[src/rtl/seq_wdog_pkg.sv]
package seq_wdog_pkg;

    localparam int REG_W = 16;
    localparam int TMO_W = 8;
    localparam int PRE_W = 8;
    localparam int CNT_W = TMO_W + 1;
    localparam int ADR_W = 4;

    localparam logic [ADR_W-1:0] OFS_CTRL = 4'h0;
    localparam logic [ADR_W-1:0] OFS_SVC  = 4'h2;
    localparam logic [ADR_W-1:0] OFS_CAUS = 4'h4;
    localparam logic [ADR_W-1:0] OFS_ICTL = 4'h6;
    localparam logic [ADR_W-1:0] OFS_PDWN = 4'h8;

    localparam logic [REG_W-1:0] KEY_ARM  = 16'h5555;
    localparam logic [REG_W-1:0] KEY_FIRE = 16'hAAAA;

    typedef struct packed {
        logic [TMO_W-1:0] tmo;
        logic             wait_hold;
        logic             ext_n;
        logic             act_ext;
        logic             en;
        logic             lp_hold;
    } ctrl_t;

    localparam ctrl_t CTRL_RST = '{tmo: '0, wait_hold: 1'b0, ext_n: 1'b1,
                                   act_ext: 1'b0, en: 1'b0, lp_hold: 1'b0};

    // control read image: bit 4 always reads idle (1), bits 6 and 1 read 0
    function automatic logic [REG_W-1:0] ctrl_image(input ctrl_t c);
        return {c.tmo, c.wait_hold, 1'b0, c.ext_n, 1'b1, c.act_ext, c.en, 1'b0, c.lp_hold};
    endfunction

    function automatic logic [CNT_W-1:0] tmo_to_count(input logic [TMO_W-1:0] t);
        return CNT_W'(t) + CNT_W'(1);
    endfunction

endpackage

[src/rtl/seq_wdog_regs.sv]
module seq_wdog_regs
    import seq_wdog_pkg::*;
(
    input  logic             clk_i,
    input  logic             por_i,
    input  logic             rst_i,
    input  logic             wr_i,
    input  logic [ADR_W-1:0] addr_i,
    input  logic [REG_W-1:0] wdata_i,
    input  logic             pre_hit_i,
    input  logic             expired_i,
    output logic [REG_W-1:0] rdata_o,
    output ctrl_t            ctrl_o,
    output logic             ie_o,
    output logic             wtis_o,
    output logic [PRE_W-1:0] pre_o,
    output logic             armed_o,
    output logic             start_o,
    output logic             reload_o,
    output logic [CNT_W-1:0] load_val_o,
    output logic             swr_o,
    output logic             pd_en_o
);

    ctrl_t            ctrl_q;
    logic             locked_q;
    logic             armed_q;
    logic             ie_q;
    logic             wtis_q;
    logic [PRE_W-1:0] pre_q;
    logic             swr_q;
    logic             pd_en_q;
    logic             cause_q;

    logic wr_ctrl, wr_svc, wr_ictl, wr_pdwn;
    logic rst_any;

    assign rst_any = por_i | rst_i;
    assign wr_ctrl = wr_i && (addr_i == OFS_CTRL);
    assign wr_svc  = wr_i && (addr_i == OFS_SVC);
    assign wr_ictl = wr_i && (addr_i == OFS_ICTL);
    assign wr_pdwn = wr_i && (addr_i == OFS_PDWN);

    assign start_o    = wr_ctrl && wdata_i[2] && !ctrl_q.en;
    assign reload_o   = wr_svc && (wdata_i == KEY_FIRE) && armed_q;
    assign load_val_o = tmo_to_count(wr_ctrl ? wdata_i[15:8] : ctrl_q.tmo);

    always_ff @(posedge clk_i) begin
        if (rst_any) begin
            ctrl_q   <= CTRL_RST;
            locked_q <= 1'b0;
            armed_q  <= 1'b0;
            ie_q     <= 1'b0;
            wtis_q   <= 1'b0;
            pre_q    <= '0;
            swr_q    <= 1'b0;
            pd_en_q  <= 1'b1;
        end else begin
            swr_q <= wr_ctrl && !wdata_i[4];
            if (wr_ctrl) begin
                ctrl_q.tmo     <= wdata_i[15:8];
                ctrl_q.ext_n   <= wdata_i[5];
                ctrl_q.act_ext <= wdata_i[3];
                ctrl_q.en      <= ctrl_q.en | wdata_i[2];
                if (!locked_q) begin
                    ctrl_q.lp_hold   <= wdata_i[0];
                    ctrl_q.wait_hold <= wdata_i[7];
                end
                locked_q <= 1'b1;
            end
            if (wr_svc) begin
                armed_q <= (wdata_i == KEY_ARM);
            end
            if (wr_ictl) begin
                ie_q  <= wdata_i[15];
                pre_q <= wdata_i[PRE_W-1:0];
            end
            if (pre_hit_i) begin
                wtis_q <= 1'b1;
            end else if (wr_ictl && wdata_i[14]) begin
                wtis_q <= 1'b0;
            end
            if (wr_pdwn) begin
                pd_en_q <= pd_en_q & wdata_i[0];
            end
        end
    end

    // cause flag survives the warm reset and samples the pending expiry
    always_ff @(posedge clk_i) begin
        if (por_i) begin
            cause_q <= 1'b0;
        end else if (rst_i) begin
            cause_q <= expired_i;
        end
    end

    always_comb begin
        case (addr_i)
            OFS_CTRL: rdata_o = ctrl_image(ctrl_q);
            OFS_CAUS: rdata_o = {14'b0, cause_q, 1'b0};
            OFS_ICTL: rdata_o = {ie_q, wtis_q, {(REG_W-PRE_W-2){1'b0}}, pre_q};
            OFS_PDWN: rdata_o = {15'b0, pd_en_q};
            default:  rdata_o = '0;
        endcase
    end

    assign ctrl_o  = ctrl_q;
    assign ie_o    = ie_q;
    assign wtis_o  = wtis_q;
    assign pre_o   = pre_q;
    assign armed_o = armed_q;
    assign swr_o   = swr_q;
    assign pd_en_o = pd_en_q;

endmodule

[src/rtl/seq_wdog_count.sv]
module seq_wdog_count
    import seq_wdog_pkg::*;
(
    input  logic             clk_i,
    input  logic             rst_i,
    input  logic             tick_i,
    input  logic             en_i,
    input  logic             hold_i,
    input  logic             load_i,
    input  logic [CNT_W-1:0] load_val_i,
    input  logic [PRE_W-1:0] pre_i,
    output logic [CNT_W-1:0] cnt_o,
    output logic             expired_o,
    output logic             pre_hit_o
);

    logic [CNT_W-1:0] cnt_q;
    logic             expired_q;
    logic             step;
    logic [CNT_W-1:0] nxt;

    assign step      = tick_i && en_i && !hold_i && !expired_q && (cnt_q != '0);
    assign nxt       = cnt_q - CNT_W'(1);
    assign pre_hit_o = step && !load_i && (nxt == {1'b0, pre_i});

    always_ff @(posedge clk_i) begin
        if (rst_i) begin
            cnt_q     <= '0;
            expired_q <= 1'b0;
        end else if (load_i) begin
            cnt_q <= load_val_i;
        end else if (step) begin
            cnt_q <= nxt;
            if (nxt == '0) begin
                expired_q <= 1'b1;
            end
        end
    end

    assign cnt_o     = cnt_q;
    assign expired_o = expired_q;

endmodule

[src/rtl/seq_wdog_pdc.sv]
module seq_wdog_pdc #(
    parameter int PD_TICKS = 64
) (
    input  logic clk_i,
    input  logic rst_i,
    input  logic tick_i,
    input  logic en_i,
    output logic pulse_o
);

    localparam int PD_W = $clog2(PD_TICKS + 1);

    logic [PD_W-1:0] cnt_q;
    logic            done_q;
    logic            pulse_q;

    always_ff @(posedge clk_i) begin
        if (rst_i) begin
            cnt_q   <= '0;
            done_q  <= 1'b0;
            pulse_q <= 1'b0;
        end else begin
            pulse_q <= 1'b0;
            if (tick_i && en_i && !done_q) begin
                if (cnt_q == PD_W'(PD_TICKS - 1)) begin
                    pulse_q <= 1'b1;
                    done_q  <= 1'b1;
                end else begin
                    cnt_q <= cnt_q + PD_W'(1);
                end
            end
        end
    end

    assign pulse_o = pulse_q;

endmodule

[src/rtl/seq_wdog.sv]
module seq_wdog
    import seq_wdog_pkg::*;
#(
    parameter int PD_TICKS = 64
) (
    input  logic             clk_i,
    input  logic             por_i,
    input  logic             rst_i,
    input  logic             tick_i,
    input  logic             lp_i,
    input  logic             wait_i,
    input  logic             bus_wr_i,
    input  logic [ADR_W-1:0] bus_addr_i,
    input  logic [REG_W-1:0] bus_wdata_i,
    output logic [REG_W-1:0] bus_rdata_o,
    output logic             irq_o,
    output logic             sys_rst_o,
    output logic             ext_rst_n_o
);

    ctrl_t            ctrl;
    logic             rst_any;
    logic             ie, wtis, armed, start, reload, load, swr, pd_en, pd_pulse;
    logic             hold, expired, pre_hit;
    logic [PRE_W-1:0] pre;
    logic [CNT_W-1:0] load_val, cnt;

    assign rst_any = por_i | rst_i;
    assign load    = start | reload;
    assign hold    = (lp_i & ctrl.lp_hold) | (wait_i & ctrl.wait_hold);

    seq_wdog_regs u_regs (
        .clk_i      (clk_i),
        .por_i      (por_i),
        .rst_i      (rst_i),
        .wr_i       (bus_wr_i),
        .addr_i     (bus_addr_i),
        .wdata_i    (bus_wdata_i),
        .pre_hit_i  (pre_hit),
        .expired_i  (expired),
        .rdata_o    (bus_rdata_o),
        .ctrl_o     (ctrl),
        .ie_o       (ie),
        .wtis_o     (wtis),
        .pre_o      (pre),
        .armed_o    (armed),
        .start_o    (start),
        .reload_o   (reload),
        .load_val_o (load_val),
        .swr_o      (swr),
        .pd_en_o    (pd_en)
    );

    seq_wdog_count u_count (
        .clk_i      (clk_i),
        .rst_i      (rst_any),
        .tick_i     (tick_i),
        .en_i       (ctrl.en),
        .hold_i     (hold),
        .load_i     (load),
        .load_val_i (load_val),
        .pre_i      (pre),
        .cnt_o      (cnt),
        .expired_o  (expired),
        .pre_hit_o  (pre_hit)
    );

    seq_wdog_pdc #(.PD_TICKS(PD_TICKS)) u_pdc (
        .clk_i   (clk_i),
        .rst_i   (rst_any),
        .tick_i  (tick_i),
        .en_i    (pd_en),
        .pulse_o (pd_pulse)
    );

    assign irq_o       = wtis & ie;
    assign sys_rst_o   = (expired & ~ctrl.act_ext) | swr;
    assign ext_rst_n_o = ~((expired & ctrl.act_ext) | ~ctrl.ext_n | pd_pulse);

endmodule

[config.mk]
export PLATFORM = sky130hd
export DESIGN_NAME = seq_wdog
export DESIGN_NICKNAME = d
export VERILOG_FILES = /design/src/rtl/seq_wdog_pkg.sv /design/src/rtl/seq_wdog_regs.sv /design/src/rtl/seq_wdog_count.sv /design/src/rtl/seq_wdog_pdc.sv /design/src/rtl/seq_wdog.sv
export SDC_FILE = /design/constraint.sdc
export NUM_CORES = 1
export LEC_CHECK = 0
export CELL_PAD_IN_SITES_DETAIL_PLACEMENT = 1
export CELL_PAD_IN_SITES_GLOBAL_PLACEMENT = 1
export CORE_UTILIZATION = 44
export CTS_BUF_LIST = sky130_fd_sc_hd__clkbuf_2
export DETAILED_ROUTE_END_ITERATION = 12
export DONT_BUFFER_PORTS = 1
export HOLD_SLACK_MARGIN = 0.06
export PLACE_DENSITY_LB_ADDON = 0.1
export SYNTH_ARGS = -nofsm -noshare
export SYNTH_HDL_FRONTEND = slang
export SYNTH_SLANG_ARGS = --single-unit
[constraint.sdc]
create_clock -name clk_i -period 2.57 [get_ports clk_i]
set_clock_uncertainty 0.2 [all_clocks]
set_input_delay 0.514 -clock clk_i [delete_from_list [all_inputs] [get_ports clk_i]]
set_output_delay 0.514 -clock clk_i [all_outputs]
set_load 0.02 [all_outputs]
==> reports/metrics.yaml, run 1 <==
worst_hold_path:
  hold_path.class: "in -> reg"
  worstHoldStart: "bus_wdata_i[15]"
  whs_endpoint: "u_regs.ctrl_o[12]"
  holdPathStages: 2
clock_tree:
  htreeDepth: 2
  cts_tree: "done"
  insertion_delay_ns: 0.44
  clockBufferDepth: 2
  cts.repair.resized: 0
  clkTransAtPathRegs_ns: 0.28
  cts-root-buf: "clkbuf_2"
  cts_buffers: 5
  clkSinkCount: 47
drt:
  wl_met2_mm: 4.513
  first_pass_iters: 4
  avgViaCountPerCell: 6.122
  routed-via-count: 2761
  wl_met3_um: 489
  finalWirelength_mm: 9.177
  postRouteAntennaNets: 0
  drt_iter0_drc: 99
  wl_per_cell_um: 20.35
  drc: 0
  m1WireLength_mm: 4.060
  top_layer: "met4"
pwr:
  ir_drop_mv: 0.2383
  total_power_mw: 1.208
  leakagePower_nw: 1.161
  powerDensity_nw_per_um2: 368.6
sta:
  tightest_slew_ns: 0.6946
  final.min_clock_period_ns: 2.435
  relSlewSlack_pct: 53.41
  rsz0062_at_grt: "no"
  max_freq_mhz: 410.8
  hold_viol_final: 0
  final.period_utilization_pct: 94.73
  slew_violations: 0
  setup_viol: 0
floorplan:
  start_util_pct: 45.40
  rows: 29
  die_w_um: 82.72
  io_pins: 46
  die_area_sq_um: 6842
  die_h_um: 82.72
  core_area_sq_um: 6314
job:
  drv_cap: 0
setup_path:
  rrSetupSlack_ns: 0.24
  crit_fanout: 7
  path_class: "in -> out"
  r2r-start: "u_count.cnt_o[0]"
  r2r_cells: 8
  worst_setup_path_start_kind: "primary input"
  path_buf_inv: 1
  crit_arrival_ns: 1.72
  crit_path_end_kind: "output pin"
  required_ns: 1.86
  slowest_delay_ns: 0.35
  r2r-end: "u_regs.wtis_o"
  crit_family: "simple AND/OR/NAND/NOR gates"
  cp_slowest_cell: "or2_2"
  path_cells: "or2_2 -> nor3_1 -> buf_4 -> a22o_1"
logic_synthesis:
  synthDistinctLibCells: 61
  synth_ff_type: "dfxtp_1"
  synthArstFlopShare_pct: 0
  synthCells: 347
  synth_area_leaders: "dfxtp_1 33%, nand2_1 5.1%, xnor2_1 4.9%"
  synth_seq_area_share_pct: 32.82
  post-synth-top-area-cell: "dfxtp_1"
  syn-cell-area_sq_um: 2866
  synthesis.nets: 379
  avgSynthCellArea_sq_um: 8.261
  ys_ff_latch: 47
  synth_top_area_share_pct: 32.82
  synth_edf_count: 0
  synth_most_common_cell: "dfxtp_1"
  ys_warn_count: 0
  synthTopCellsByCount: "47 x dfxtp_1, 39 x nand2_1, 26 x nor2_1"
finish:
  final_nets: 405
  syn_to_final_growth_pct: 14.36
  drive_above_1_share_pct: 11.23
  fill_cells: 766
  fin_util_pct: 51.92
  antenna_cells: 0
global_routing:
  overflow: 0
  antenna_found_initial: 0
  grt_pass1_wl_mm: 14.63
  grt_usage_pct: 29.09
  grt_pass1_vias: 2767
  grt_max_degree: 24
outcome:
  outcome: "finished clean"
place:
  gp_congestion: 0.8566
  port_buffers: 0
  dpl.hpwl_mm: 6.805
routing by layer:
metal  vias to the layer above  GRT usage (%)
met5                         -              0
met1                      1367          36.81
met2                        64          50.49
met4                         0          6.207
li1                       1319              -
met3                        11          6.044
metrics by stage:
stage	setup TNS, ns	instance area [sq um]	hold WS, ns	worst slack (ns)	instances
2_1_floorplan	-0.07258	2884	0.2174	-0.07258	347
3_3_place_gp	0	3015	0.2236	0.09264	422
3_5_place_dp	0	3015	0.2340	0.01734	422
4_1_cts	0	3278	0.08614	0.1615	451
5_1_grt	0	3278	0.1067	0.07186	451
6_report	0	3278	0.09423	0.1354	451
sequential cells by signal, indices dropped and copies added (netlist names), 7 cells and up:
signal / flops
u_regs.ctrl_o: 13
u_count.cnt_o: 9
u_regs.pre_o: 8
u_pdc.cnt_q: 7
power by group:
| group | switching, mW | internal (mW) |
|---|---|---|
| Combinational | 0.0615 | 0.0533 |
| Clock | 0.275 | 0.0782 |
| Sequential | 0.00498 | 0.736 |
| Total | 0.341 | 0.867 |
logic make-up after synthesis:
kind of cell	count (synthesis)	share of synthesized area, %
buf+inv	28	4.190
flops	47	32.82
fa+ha+maj	5	2.182
xor+xnor	26	7.944
compound gates	80	20.56
mux	10	3.579
simple gates	151	28.72
layout by cell type (no fill, tap or decap), types with 3 or more instances in the layout:
cell type and instances:
a211oi_1 4, a211oi_2 3, a21o_1 4, a21oi_1 25
a22o_1 8, a41oi_1 3, and2_1 10, and3_1 3
buf_4 17, clkbuf_2 5, dfxtp_1 47, dlygate4sd3_1 21
ha_1 4, inv_1 9, mux2i_1 8, nand2_1 39
nand3_1 21, nand3b_1 3, nand4_1 7, nor2_1 26
nor3_1 13, nor4_1 4, nor4b_1 6, o211ai_1 5
o21ai_0 4, o31ai_1 4, or2_2 3, xnor2_1 16
xor2_1 10
cell type report:
type / instances / area [sq um] / area share (%)
clock buffer: 5 / 25.02 / 0.7634
clock inverter: 3 / 27.53 / 0.8397
timing repair buffer: 38 / 337.8 / 10.31
inverter: 9 / 33.78 / 1.031
sequential: 47 / 940.9 / 28.70
multi-input combinational: 272 / 1817 / 55.42
tap: 77 / 96.34 / 2.939
what timing repair did:
| item | CTS | global route |
|---|---|---|
| hold buffers | 21 | 0 |
| hold endpoints to repair | 23 | 0 |
| setup buffers | 0 | 0 |
worst max-delay path by stage:
stage,end,slack [ns],startpoint,cells past startpoint
6_report,bus_rdata_o[2],0.14,bus_addr_i[1],4
5_1_grt,bus_rdata_o[2],0.07,bus_addr_i[1],4
4_1_cts,bus_rdata_o[2],0.16,bus_addr_i[1],4
3_5_place_dp,u_count.cnt_o[6],0.02,bus_addr_i[2],10
3_3_place_gp,u_count.cnt_o[6],0.09,bus_addr_i[2],10
2_1_floorplan,u_count.cnt_o[6],-0.07,bus_addr_i[2],12
(Power assumes the default switching activity.)
==> run 2, diff against run 1 <==
--- a/config.mk
+++ b/config.mk
@@ -7,6 +7,7 @@
 export LEC_CHECK = 0
 export CELL_PAD_IN_SITES_DETAIL_PLACEMENT = 1
 export CELL_PAD_IN_SITES_GLOBAL_PLACEMENT = 1
+export CORE_MARGIN = 2
 export CORE_UTILIZATION = 44
 export CTS_BUF_LIST = sky130_fd_sc_hd__clkbuf_2
 export DETAILED_ROUTE_END_ITERATION = 12
==> run 2 against run 1 <==
- core utilization rose by 0.85 points
- combinational power about the same
- die area rose by 4.9%
- critical path depth is the same
- sequential power about the same
- register-to-register slack lost 0.05 ns
==> reports/metrics.yaml, run 2 (synthesis results as in run 1) <==
sta:
  tightest_slew_ns: 0.6957
  rsz0062_at_grt: "no"
  fin_tns_setup_ns: 0
  slew_violations: 0
  max_freq_mhz: 406.9
  final.min_clock_period_ns: 2.458
  relSlewSlack_pct: 53.34
  setup_viol: 0
  hold_viol_final: 0
  final.period_utilization_pct: 95.63
setup_path:
  crit_fanout: 7
  path_cells: "or2_2 -> nor3_1 -> buf_4 -> a22o_1"
  path_buf_inv: 1
  required_ns: 1.86
  crit_arrival_ns: 1.74
  worst_setup_path_start_kind: "primary input"
  cp_slowest_cell: "or2_2"
  crit_family: "simple AND/OR/NAND/NOR gates"
  path_class: "in -> out"
  slowest_delay_ns: 0.35
  crit_path_end_kind: "output pin"
floorplan:
  rows: 29
  die_w_um: 84.72
  die_area_sq_um: 7177
  die_h_um: 84.72
  start_util_pct: 45.40
  core_area_sq_um: 6314
  io_pins: 46
place:
  dpl.hpwl_mm: 6.786
  port_buffers: 0
  gp_congestion: 0.8720
  dp_cells: 424
clock_tree:
  htreeDepth: 2
  post-cts-setup-buffer-count: 0
  cts_tree: "done"
  cts-root-buf: "clkbuf_2"
  clockBufferDepth: 2
  clkSinkCount: 47
  cts.repair.resized: 0
  cts_buffers: 5
  clkTransAtPathRegs_ns: 0.30
  insertion_delay_ns: 0.47
pwr:
  leakagePower_nw: 1.183
  total_power_mw: 1.225
  ir_drop_mv: 0.1865
  powerDensity_nw_per_um2: 367.6
drt:
  first_pass_iters: 4
  finalWirelength_mm: 9.313
  drc: 0
  wl_per_cell_um: 20.38
  avgViaCountPerCell: 6.142
  routed-via-count: 2807
  drt_iter0_drc: 184
  postRouteAntennaNets: 0
finish:
  largest_register_ffs: 13
  instances_no_fill: 457
  syn_to_final_growth_pct: 16.24
  layout_common_cells: "47 x dfxtp_1, 39 x nand2_1, 26 x nor2_1"
  fill_cells: 781
  drive_above_1_share_pct: 11.58
  final_common_cell: "dfxtp_1"
  antenna_cells: 0
  final_nets: 411
  fin_util_pct: 52.77
global_routing:
  grt_usage_pct: 26.58
  grt_pass1_wl_mm: 15.06
  grt_max_degree: 28
  overflow: 0
  antenna_found_initial: 0
  grt_pass1_vias: 2751
job:
  drv_cap: 0
outcome:
  outcome: "finished clean"
worst_hold_path:
  hold_path.class: "in -> reg"
## run 2: cell types whose count changed in the layout (fill, tap and decap cells not counted)
cell,change
clkinvlp_4,-1
inv_8,-1
dlygate4sd3_1,+4
inv_6,+1
clkinv_4,+1
buf_4,+2
## run 2: metrics by stage
| stage | hold slack (ns) | worst slack [ns] | instance area [sq um] |
|---|---|---|---|
| 5_1_grt | 0.08234 | 0.003279 | 3332 |
| 3_3_place_gp | 0.2256 | 0.09431 | 3030 |
| 4_1_cts | 0.06309 | 0.1402 | 3322 |
| 3_5_place_dp | 0.2327 | 0.03329 | 3030 |
| 6_report | 0.08486 | 0.1122 | 3332 |
| 2_1_floorplan | 0.2174 | -0.07258 | 2884 |
## run 2: per-layer routing
metal	GRT usage (%)	up-vias	routed length, um
met4	6.782	0	135
met3	4.916	10	558
li1	-	1330	-
met1	36.71	1393	4247
met2	42.88	74	4372
met5	0	-	0
## run 2: worst min-delay path: stages
cell     delay (ns)
nand3_1        0.08
nand3_1        0.10
o31ai_1        0.07
## run 2: worst paths after layout
kind                         start  slack, ns  cells past startpoint               end
setup / recovery     bus_addr_i[1]       0.11                      4   bus_rdata_o[14]
hold / removal            bus_wr_i       0.08                      3     u_regs.wtis_o
setup reg to reg  u_count.cnt_o[0]       0.19                      7  u_count.cnt_o[3]
hold reg to reg     u_pdc.cnt_q[6]       0.29                      1     u_pdc.pulse_o
## run 2: final cells by class
| type | instances | area (sq um) | area share, % |
|---|---|---|---|
| Clock buffer | 5 | 25.02 | 0.7510 |
| Sequential cell | 47 | 940.9 | 28.24 |
| Tap cell | 77 | 96.34 | 2.891 |
| Clock inverter | 3 | 26.28 | 0.7886 |
| Multi-Input combinational cell | 272 | 1817 | 54.52 |
| Inverter | 9 | 33.78 | 1.014 |
| Timing Repair Buffer | 44 | 392.9 | 11.79 |
## run 2: repair_timing
item                                   in CTS  in global routing
endpoints found under the hold margin      25                  1
hold buffers                               24                  1
setup endpoints to repair                   0                  0
## run 2: power by group
group / internal, mW / switching (mW) / total (mW)
Sequential: 0.736 / 0.00485 / 0.741
Clock: 0.0776 / 0.290 / 0.367
Combinational: 0.0550 / 0.0619 / 0.117
